`config.mk`:
```
export PLATFORM = sky130hd
export DESIGN_NAME = mcpu_core
export DESIGN_NICKNAME = d
export VERILOG_FILES = /design/src/rtl/mcpu_pkg.sv /design/src/rtl/mcpu_alu.sv /design/src/rtl/mcpu_gpr_bank.sv /design/src/rtl/mcpu_ctrl.sv /design/src/rtl/mcpu_core.sv
export SDC_FILE = /design/constraint.sdc
export NUM_CORES = 1
export LEC_CHECK = 0
export BUFFER_PORTS_ARGS = -buffer_cell sky130_fd_sc_hd__clkbuf_2
export CAP_MARGIN = 20
export CORE_MARGIN = 4
export CORE_UTILIZATION = 55
export DETAILED_ROUTE_END_ITERATION = 8
export GPL_ROUTABILITY_DRIVEN = 0
export PLACE_DENSITY = 0.77
export SETUP_SLACK_MARGIN = 0.05
export SYNTH_ARGS = -nofsm -noshare
export SYNTH_HDL_FRONTEND = slang
export SYNTH_HIERARCHICAL = 1
export SYNTH_SLANG_ARGS = --single-unit
```
`constraint.sdc`:
```
create_clock -name clk -period 4.1 [get_ports clk]
set_clock_uncertainty 0.2 [all_clocks]
set_input_delay 0.205 -clock clk [delete_from_list [all_inputs] [get_ports clk]]
set_output_delay 0.205 -clock clk [all_outputs]
set_load 0.005 [all_outputs]
```
`src/rtl/mcpu_pkg.sv`:
```
package mcpu_pkg;
  localparam int OP_W    = 3;
  localparam int SEL_W   = 2;
  localparam int INSTR_W = OP_W + 2 * SEL_W;

  typedef enum logic [OP_W-1:0] {
    OP_LOAD = 3'd0,
    OP_MOVE = 3'd1,
    OP_ADD  = 3'd2,
    OP_SUB  = 3'd3,
    OP_INV  = 3'd4,
    OP_AND  = 3'd5,
    OP_OR   = 3'd6,
    OP_XOR  = 3'd7
  } op_e;

  typedef enum logic [1:0] {
    ST_IDLE,
    ST_EXEC,
    ST_CALC,
    ST_WBACK
  } phase_e;

  typedef struct packed {
    op_e              op;
    logic [SEL_W-1:0] ry;
    logic [SEL_W-1:0] rx;
  } instr_t;
endpackage

```
`src/rtl/mcpu_alu.sv`:
```
module mcpu_alu
  import mcpu_pkg::*;
#(
  parameter int DATA_W = 8
) (
  input  op_e               op,
  input  logic [DATA_W-1:0] a,
  input  logic [DATA_W-1:0] b,
  output logic [DATA_W-1:0] y
);
  always_comb begin
    case (op)
      OP_ADD:  y = a + b;
      OP_SUB:  y = a - b;
      OP_INV:  y = ~a;
      OP_AND:  y = a & b;
      OP_OR:   y = a | b;
      OP_XOR:  y = a ^ b;
      default: y = b;
    endcase
  end
endmodule

```
`src/rtl/mcpu_gpr_bank.sv`:
```
module mcpu_gpr_bank #(
  parameter int DATA_W = 8,
  parameter int SEL_W  = 2
) (
  input  logic              clk,
  input  logic              rst_n,
  input  logic              wr_any,
  input  logic              rd_any,
  input  logic              rd_sel_rx,
  input  logic [SEL_W-1:0]  rx,
  input  logic [SEL_W-1:0]  ry,
  input  logic [DATA_W-1:0] wdata,
  output logic [DATA_W-1:0] rdata
);
  localparam int NUM = 1 << SEL_W;

  logic [NUM-1:0]    we_vec;
  logic [NUM-1:0]    oe_vec;
  logic [SEL_W-1:0]  rsel;
  logic [DATA_W-1:0] masked [NUM];

  assign rsel = rd_sel_rx ? rx : ry;

  for (genvar g = 0; g < NUM; g++) begin : g_reg
    logic [DATA_W-1:0] q;
    assign we_vec[g] = wr_any && (rx == SEL_W'(g));
    assign oe_vec[g] = rd_any && (rsel == SEL_W'(g));
    always_ff @(posedge clk or negedge rst_n) begin
      if (!rst_n)         q <= '0;
      else if (we_vec[g]) q <= wdata;
    end
    assign masked[g] = oe_vec[g] ? q : '0;
  end

  always_comb begin
    rdata = '0;
    for (int i = 0; i < NUM; i++) rdata = rdata | masked[i];
  end

  p_single_write_r2: assert property (@(posedge clk) disable iff (!rst_n)
    $onehot0(we_vec));
  p_single_read_r10: assert property (@(posedge clk) disable iff (!rst_n)
    $onehot0(oe_vec));
endmodule

```
`src/rtl/mcpu_ctrl.sv`:
```
module mcpu_ctrl
  import mcpu_pkg::*;
(
  input  logic               clk,
  input  logic               rst_n,
  input  logic               w,
  input  logic [INSTR_W-1:0] fun,
  output op_e                op,
  output logic [SEL_W-1:0]   rx,
  output logic [SEL_W-1:0]   ry,
  output logic               ext_oe,
  output logic               gpr_we,
  output logic               gpr_oe,
  output logic               rd_sel_rx,
  output logic               a_we,
  output logic               g_we,
  output logic               g_oe,
  output logic               done
);
  phase_e st_q, st_d;
  instr_t ir_q;

  always_ff @(posedge clk or negedge rst_n) begin
    if (!rst_n) begin
      st_q <= ST_IDLE;
      ir_q <= '0;
    end else begin
      st_q <= st_d;
      if (st_q == ST_IDLE && w) ir_q <= instr_t'(fun);
    end
  end

  assign op = ir_q.op;
  assign rx = ir_q.rx;
  assign ry = ir_q.ry;

  always_comb begin
    st_d      = st_q;
    ext_oe    = 1'b0;
    gpr_we    = 1'b0;
    gpr_oe    = 1'b0;
    rd_sel_rx = 1'b0;
    a_we      = 1'b0;
    g_we      = 1'b0;
    g_oe      = 1'b0;
    done      = 1'b0;
    case (st_q)
      ST_IDLE: if (w) st_d = ST_EXEC;
      ST_EXEC: begin
        case (ir_q.op)
          OP_LOAD: begin
            ext_oe = 1'b1;
            gpr_we = 1'b1;
            done   = 1'b1;
            st_d   = ST_IDLE;
          end
          OP_MOVE: begin
            gpr_oe = 1'b1;
            gpr_we = 1'b1;
            done   = 1'b1;
            st_d   = ST_IDLE;
          end
          default: begin
            gpr_oe    = 1'b1;
            rd_sel_rx = 1'b1;
            a_we      = 1'b1;
            st_d      = ST_CALC;
          end
        endcase
      end
      ST_CALC: begin
        if (ir_q.op != OP_INV) gpr_oe = 1'b1;
        g_we = 1'b1;
        st_d = ST_WBACK;
      end
      default: begin
        g_oe   = 1'b1;
        gpr_we = 1'b1;
        done   = 1'b1;
        st_d   = ST_IDLE;
      end
    endcase
  end

  p_hold_while_busy_r8: assert property (@(posedge clk) disable iff (!rst_n)
    (st_q != ST_IDLE) |=> $stable(ir_q));
  p_done_one_cycle_r9: assert property (@(posedge clk) disable iff (!rst_n)
    done |=> !done);
endmodule

```
`src/rtl/mcpu_core.sv`:
```
module mcpu_core
  import mcpu_pkg::*;
#(
  parameter int DATA_W = 8
) (
  input  logic               clk,
  input  logic               rst_n,
  input  logic               w,
  input  logic [INSTR_W-1:0] fun,
  input  logic [DATA_W-1:0]  data_in,
  output logic               done,
  output logic [DATA_W-1:0]  bus_q
);
  op_e               op;
  logic [SEL_W-1:0]  rx, ry;
  logic              ext_oe, gpr_we, gpr_oe, rd_sel_rx, a_we, g_we, g_oe;
  logic [DATA_W-1:0] gpr_rd, a_q, g_q, alu_y, bus;

  mcpu_ctrl u_ctrl (
    .clk(clk), .rst_n(rst_n), .w(w), .fun(fun),
    .op(op), .rx(rx), .ry(ry),
    .ext_oe(ext_oe), .gpr_we(gpr_we), .gpr_oe(gpr_oe), .rd_sel_rx(rd_sel_rx),
    .a_we(a_we), .g_we(g_we), .g_oe(g_oe), .done(done)
  );

  mcpu_gpr_bank #(.DATA_W(DATA_W), .SEL_W(SEL_W)) u_gpr (
    .clk(clk), .rst_n(rst_n), .wr_any(gpr_we), .rd_any(gpr_oe),
    .rd_sel_rx(rd_sel_rx), .rx(rx), .ry(ry), .wdata(bus), .rdata(gpr_rd)
  );

  mcpu_alu #(.DATA_W(DATA_W)) u_alu (
    .op(op), .a(a_q), .b(bus), .y(alu_y)
  );

  assign bus = ({DATA_W{ext_oe}} & data_in) | gpr_rd | ({DATA_W{g_oe}} & g_q);
  assign bus_q = bus;

  always_ff @(posedge clk or negedge rst_n) begin
    if (!rst_n) begin
      a_q <= '0;
      g_q <= '0;
    end else begin
      if (a_we) a_q <= bus;
      if (g_we) g_q <= alu_y;
    end
  end

  p_one_source_r10: assert property (@(posedge clk) disable iff (!rst_n)
    $onehot0({ext_oe, gpr_oe, g_oe}));
  p_quiet_bus_r10: assert property (@(posedge clk) disable iff (!rst_n)
    !(ext_oe || gpr_oe || g_oe) |-> (bus_q == '0));
  p_load_path_r2: assert property (@(posedge clk) disable iff (!rst_n)
    (done && op == OP_LOAD) |-> (bus_q == data_in));
endmodule

```
==> results.json <==
{
  "via_per_inst": 6.06,
  "antenna_found_initial": 0,
  "mostFrequentLayoutCell": "buf_4",
  "post_dp_cell_area_mm2": 0.00438,
  "crit_start": "u_ctrl/st_q[1]",
  "design.die.area_mm2": 0.00845,
  "first_iter_violations": 252,
  "nNetsFinal": 489,
  "synth_seq_cells": 57,
  "grt_pass1_vias": 3351,
  "stdcell_area_mm2": 0.00494,
  "synth_warnings": 6,
  "async_flop_share": 1.00,
  "cpMaxStageDelayCell": "or4b_4",
  "path_cells": "buf_6, ha_4, mux2i_4, a21oi_4, and4bb_2, o21ai_1, o2111ai_1, a221o_2, inv_2, ha_4, nor2_2, xnor2_2, ha_1, nor2b_4, o31a_1, o21a_1, or4b_4, nand3_2, mux2_4",
  "initial_core_util": 0.567,
  "post-synth-top-area-cell": "dfrtp_1",
  "drc": 0,
  "drive_gt1_frac": 0.490,
  "overflow": 0,
  "peakVddDrop_mv": 0.430,
  "path_max_fanout": 8,
  "min_path_type": "input pin to flip-flop",
  "endpoint": "g_q[6]",
  "cp.arrival_ns": 4.44,
  "grt_max_degree": 32,
  "wire_per_inst_um": 20.0,
  "fin_crit_sh": 1.06,
  "cts_tree": "done",
  "synth-edff-count": 0,
  "drv_cap": 0,
  "dp_hpwl_um": 6980,
  "portBuffers": 26,
  "max-slew-margin-rel": 0.520,
  "clk-insertion-delay-late_ns": 0.35,
  "drtAntennaViolNets": 0,
  "syn_area_mm2": 0.00388,
  "required_ns": 4.19,
  "diodes": 0,
  "timing.rr.start": "u_ctrl/st_q[1]",
  "cp-end-kind": "flip-flop",
  "cts_buffers": 9,
  "cp-start-kind": "flip-flop",
  "grt_pass1_wl_um": 16600,
  "firstDrtPassIters": 5,
  "fill_cells": 477,
  "setup_violations": 5,
  "rrSetupSlack_ns": -0.25,
  "track_usage": 0.251,
  "layout_common_cells": "buf_4, dfrtp_1, mux2_2",
  "fmax_ghz": 0.230,
  "cpPeakStageDelay_ns": 0.49,
  "synth_area_per_cell_um2": 11.1,
  "synth-main-ff-cell": "dfrtp_1",
  "violations": "setup timing",
  "fin_ws_ns": -0.248,
  "clock_sinks": 57,
  "synth.area.top_cells": "dfrtp_1, mux2_2, ha_1",
  "power_density_mw_per_mm2": 967,
  "cpMostUsedCell": "ha_4",
  "wl_um": 10800,
  "ys_types": 55,
  "synth_fp_nets": 397,
  "reg2reg_depth": 19,
  "ys_seq_area_frac": 0.368,
  "ctsRootBufferMaster": "clkbuf_8",
  "tightest_slew_ns": 0.720,
  "synthToLayoutAreaGrowth_pct": 27.3,
  "worstSetupPathType": "flip-flop to flip-flop",
  "fp.dieH_um": 92.0,
  "clk_pin_slew_worst_paths_ns": 0.07,
  "rows": 30,
  "holdPathStages": 3,
  "num_vias": 3278,
  "status": "complete, but fails checks",
  "io_pins": 27,
  "rsz0062_at_grt": "yes",
  "synth_top_cell_area_share": 0.368,
  "coreArea_mm2": 0.00683,
  "hold_viol_final": 0,
  "cts.htree.levels": 3,
  "die_w_um": 92.0,
  "dp_slack_ns": -0.184,
  "rr_endpoint": "g_q[6]",
  "clockBufferDepth": 2,
  "drv_slew": 0,
  "power.leakage_nw": 2.37,
  "fin_crit_ns": 4.35,
  "synth_cells": 349
}
layout make-up:
| cell class | count | area, µm² | share of cell area |
|---|---|---|---|
| clock inverter | 5 | 33.8 | 0.00684 |
| timing repair buffer | 96 | 691 | 0.140 |
| clock buffer | 10 | 128 | 0.0259 |
| sequential | 57 | 1430 | 0.289 |
| tap | 96 | 120 | 0.0243 |
| multi-input combinational | 239 | 2390 | 0.485 |
| inverter | 38 | 143 | 0.0289 |
synthesized netlist by cell type, types with 4 or more instances:
library cell and instances:
buf_4 4, nand2_1 13, o21ai_0 34, mux4_2 7, a22oi_1 4, ha_1 29, a21oi_1 13, xnor2_1 7
dfrtp_1 57, a221o_2 7, nor2_1 14, clkbuf_1 4, mux2_2 47, o2111ai_1 8, inv_1 37, mux2_4 8
worst min-delay path by stage:
| stage | startpoint | endpoint | slack (ns) |
|---|---|---|---|
| after floorplan | rst_n | a_q[0] | -0.29 |
| after global placement | rst_n | a_q[1] | 0.08 |
| after detailed placement | rst_n | a_q[1] | 0.09 |
| after CTS | w | u_ctrl/st_q[1] | 0.03 |
| after global routing | w | u_ctrl/st_q[1] | 0.1 |
| final | w | u_ctrl/st_q[1] | 0.06 |
power by group:
| part | internal (mW) | switching (mW) | leakage [nW] |
|---|---|---|---|
| combinational | 1.69 | 1.63 | 1.53 |
| sequential | 0.785 | 0.211 | 0.756 |
| clock | 0.214 | 0.244 | 0.0781 |
| total | 2.69 | 2.08 | 2.37 |
critical path: cells and delay by family, from the launching register on:
kind	cells	cell delay (ns)
flip-flops	1	0.41
AO/OA/AOI/OAI	6	1.26
multiplexers	2	0.34
adder cells (fa/ha/maj)	3	0.62
AND/OR/NAND/NOR	5	1.07
XOR/XNOR	1	0.16
buffers and inverters	2	0.22
metrics by stage:
step | total power [mW] | TNS (ns) | utilization | hold WS (ns) | instances
final | 4.77 | -0.864 | 0.723 | 0.0641 | 541
after global routing | 5.06 | -1.69 | 0.723 | 0.0975 | 541
after CTS | 4.39 | -0.175 | 0.699 | 0.0311 | 534
after detailed placement | 3.71 | -0.429 | 0.641 | 0.0860 | 500
after global placement | 3.59 | -0.0307 | 0.641 | 0.0826 | 500
after floorplan | 2.93 | -0.0796 | - | -0.291 | 349
cell families (layout without fill, tap and decap cells):
| kind of cell | count (synthesis) | in the layout | synth area share |
|---|---|---|---|
| AO/OA/AOI/OAI | 82 | 82 | 0.140 |
| multiplexers | 64 | 64 | 0.213 |
| flip-flops | 57 | 57 | 0.368 |
| AND/OR/NAND/NOR | 54 | 54 | 0.0891 |
| buffers and inverters | 53 | 149 | 0.0700 |
| adder cells (fa/ha/maj) | 30 | 30 | 0.0988 |
| XOR/XNOR | 9 | 9 | 0.0203 |
registers in the layout, indices dropped and copies added, names as in the netlist:
signal       cells
g_q              8
a_q              8
u_ctrl/st_q      2
u_ctrl/rx        2
u_ctrl/ry        2
u_ctrl/op        3
u_gpr/g.q       32
per-layer routing:
metal | GRT usage | wire, µm | up-vias
met3 | 0.0418 | 596 | 47
li1 | - | - | 1461
met1 | 0.307 | 4370 | 1641
met2 | 0.429 | 5390 | 129
met5 | 0 | 0 | -
met4 | 0.119 | 454 | 0
timing repair:
| item | in CTS | in global routing |
|---|---|---|
| resized for setup | 24 | 30 |
| pin swaps | 18 | 7 |
| endpoints found under the setup margin | 5 | 6 |
| hold buffers | 8 | 0 |
| buffers inserted | 12 | 7 |
| endpoints found under the hold margin | 33 | 0 |
Power figures use the tool's default switching activity.
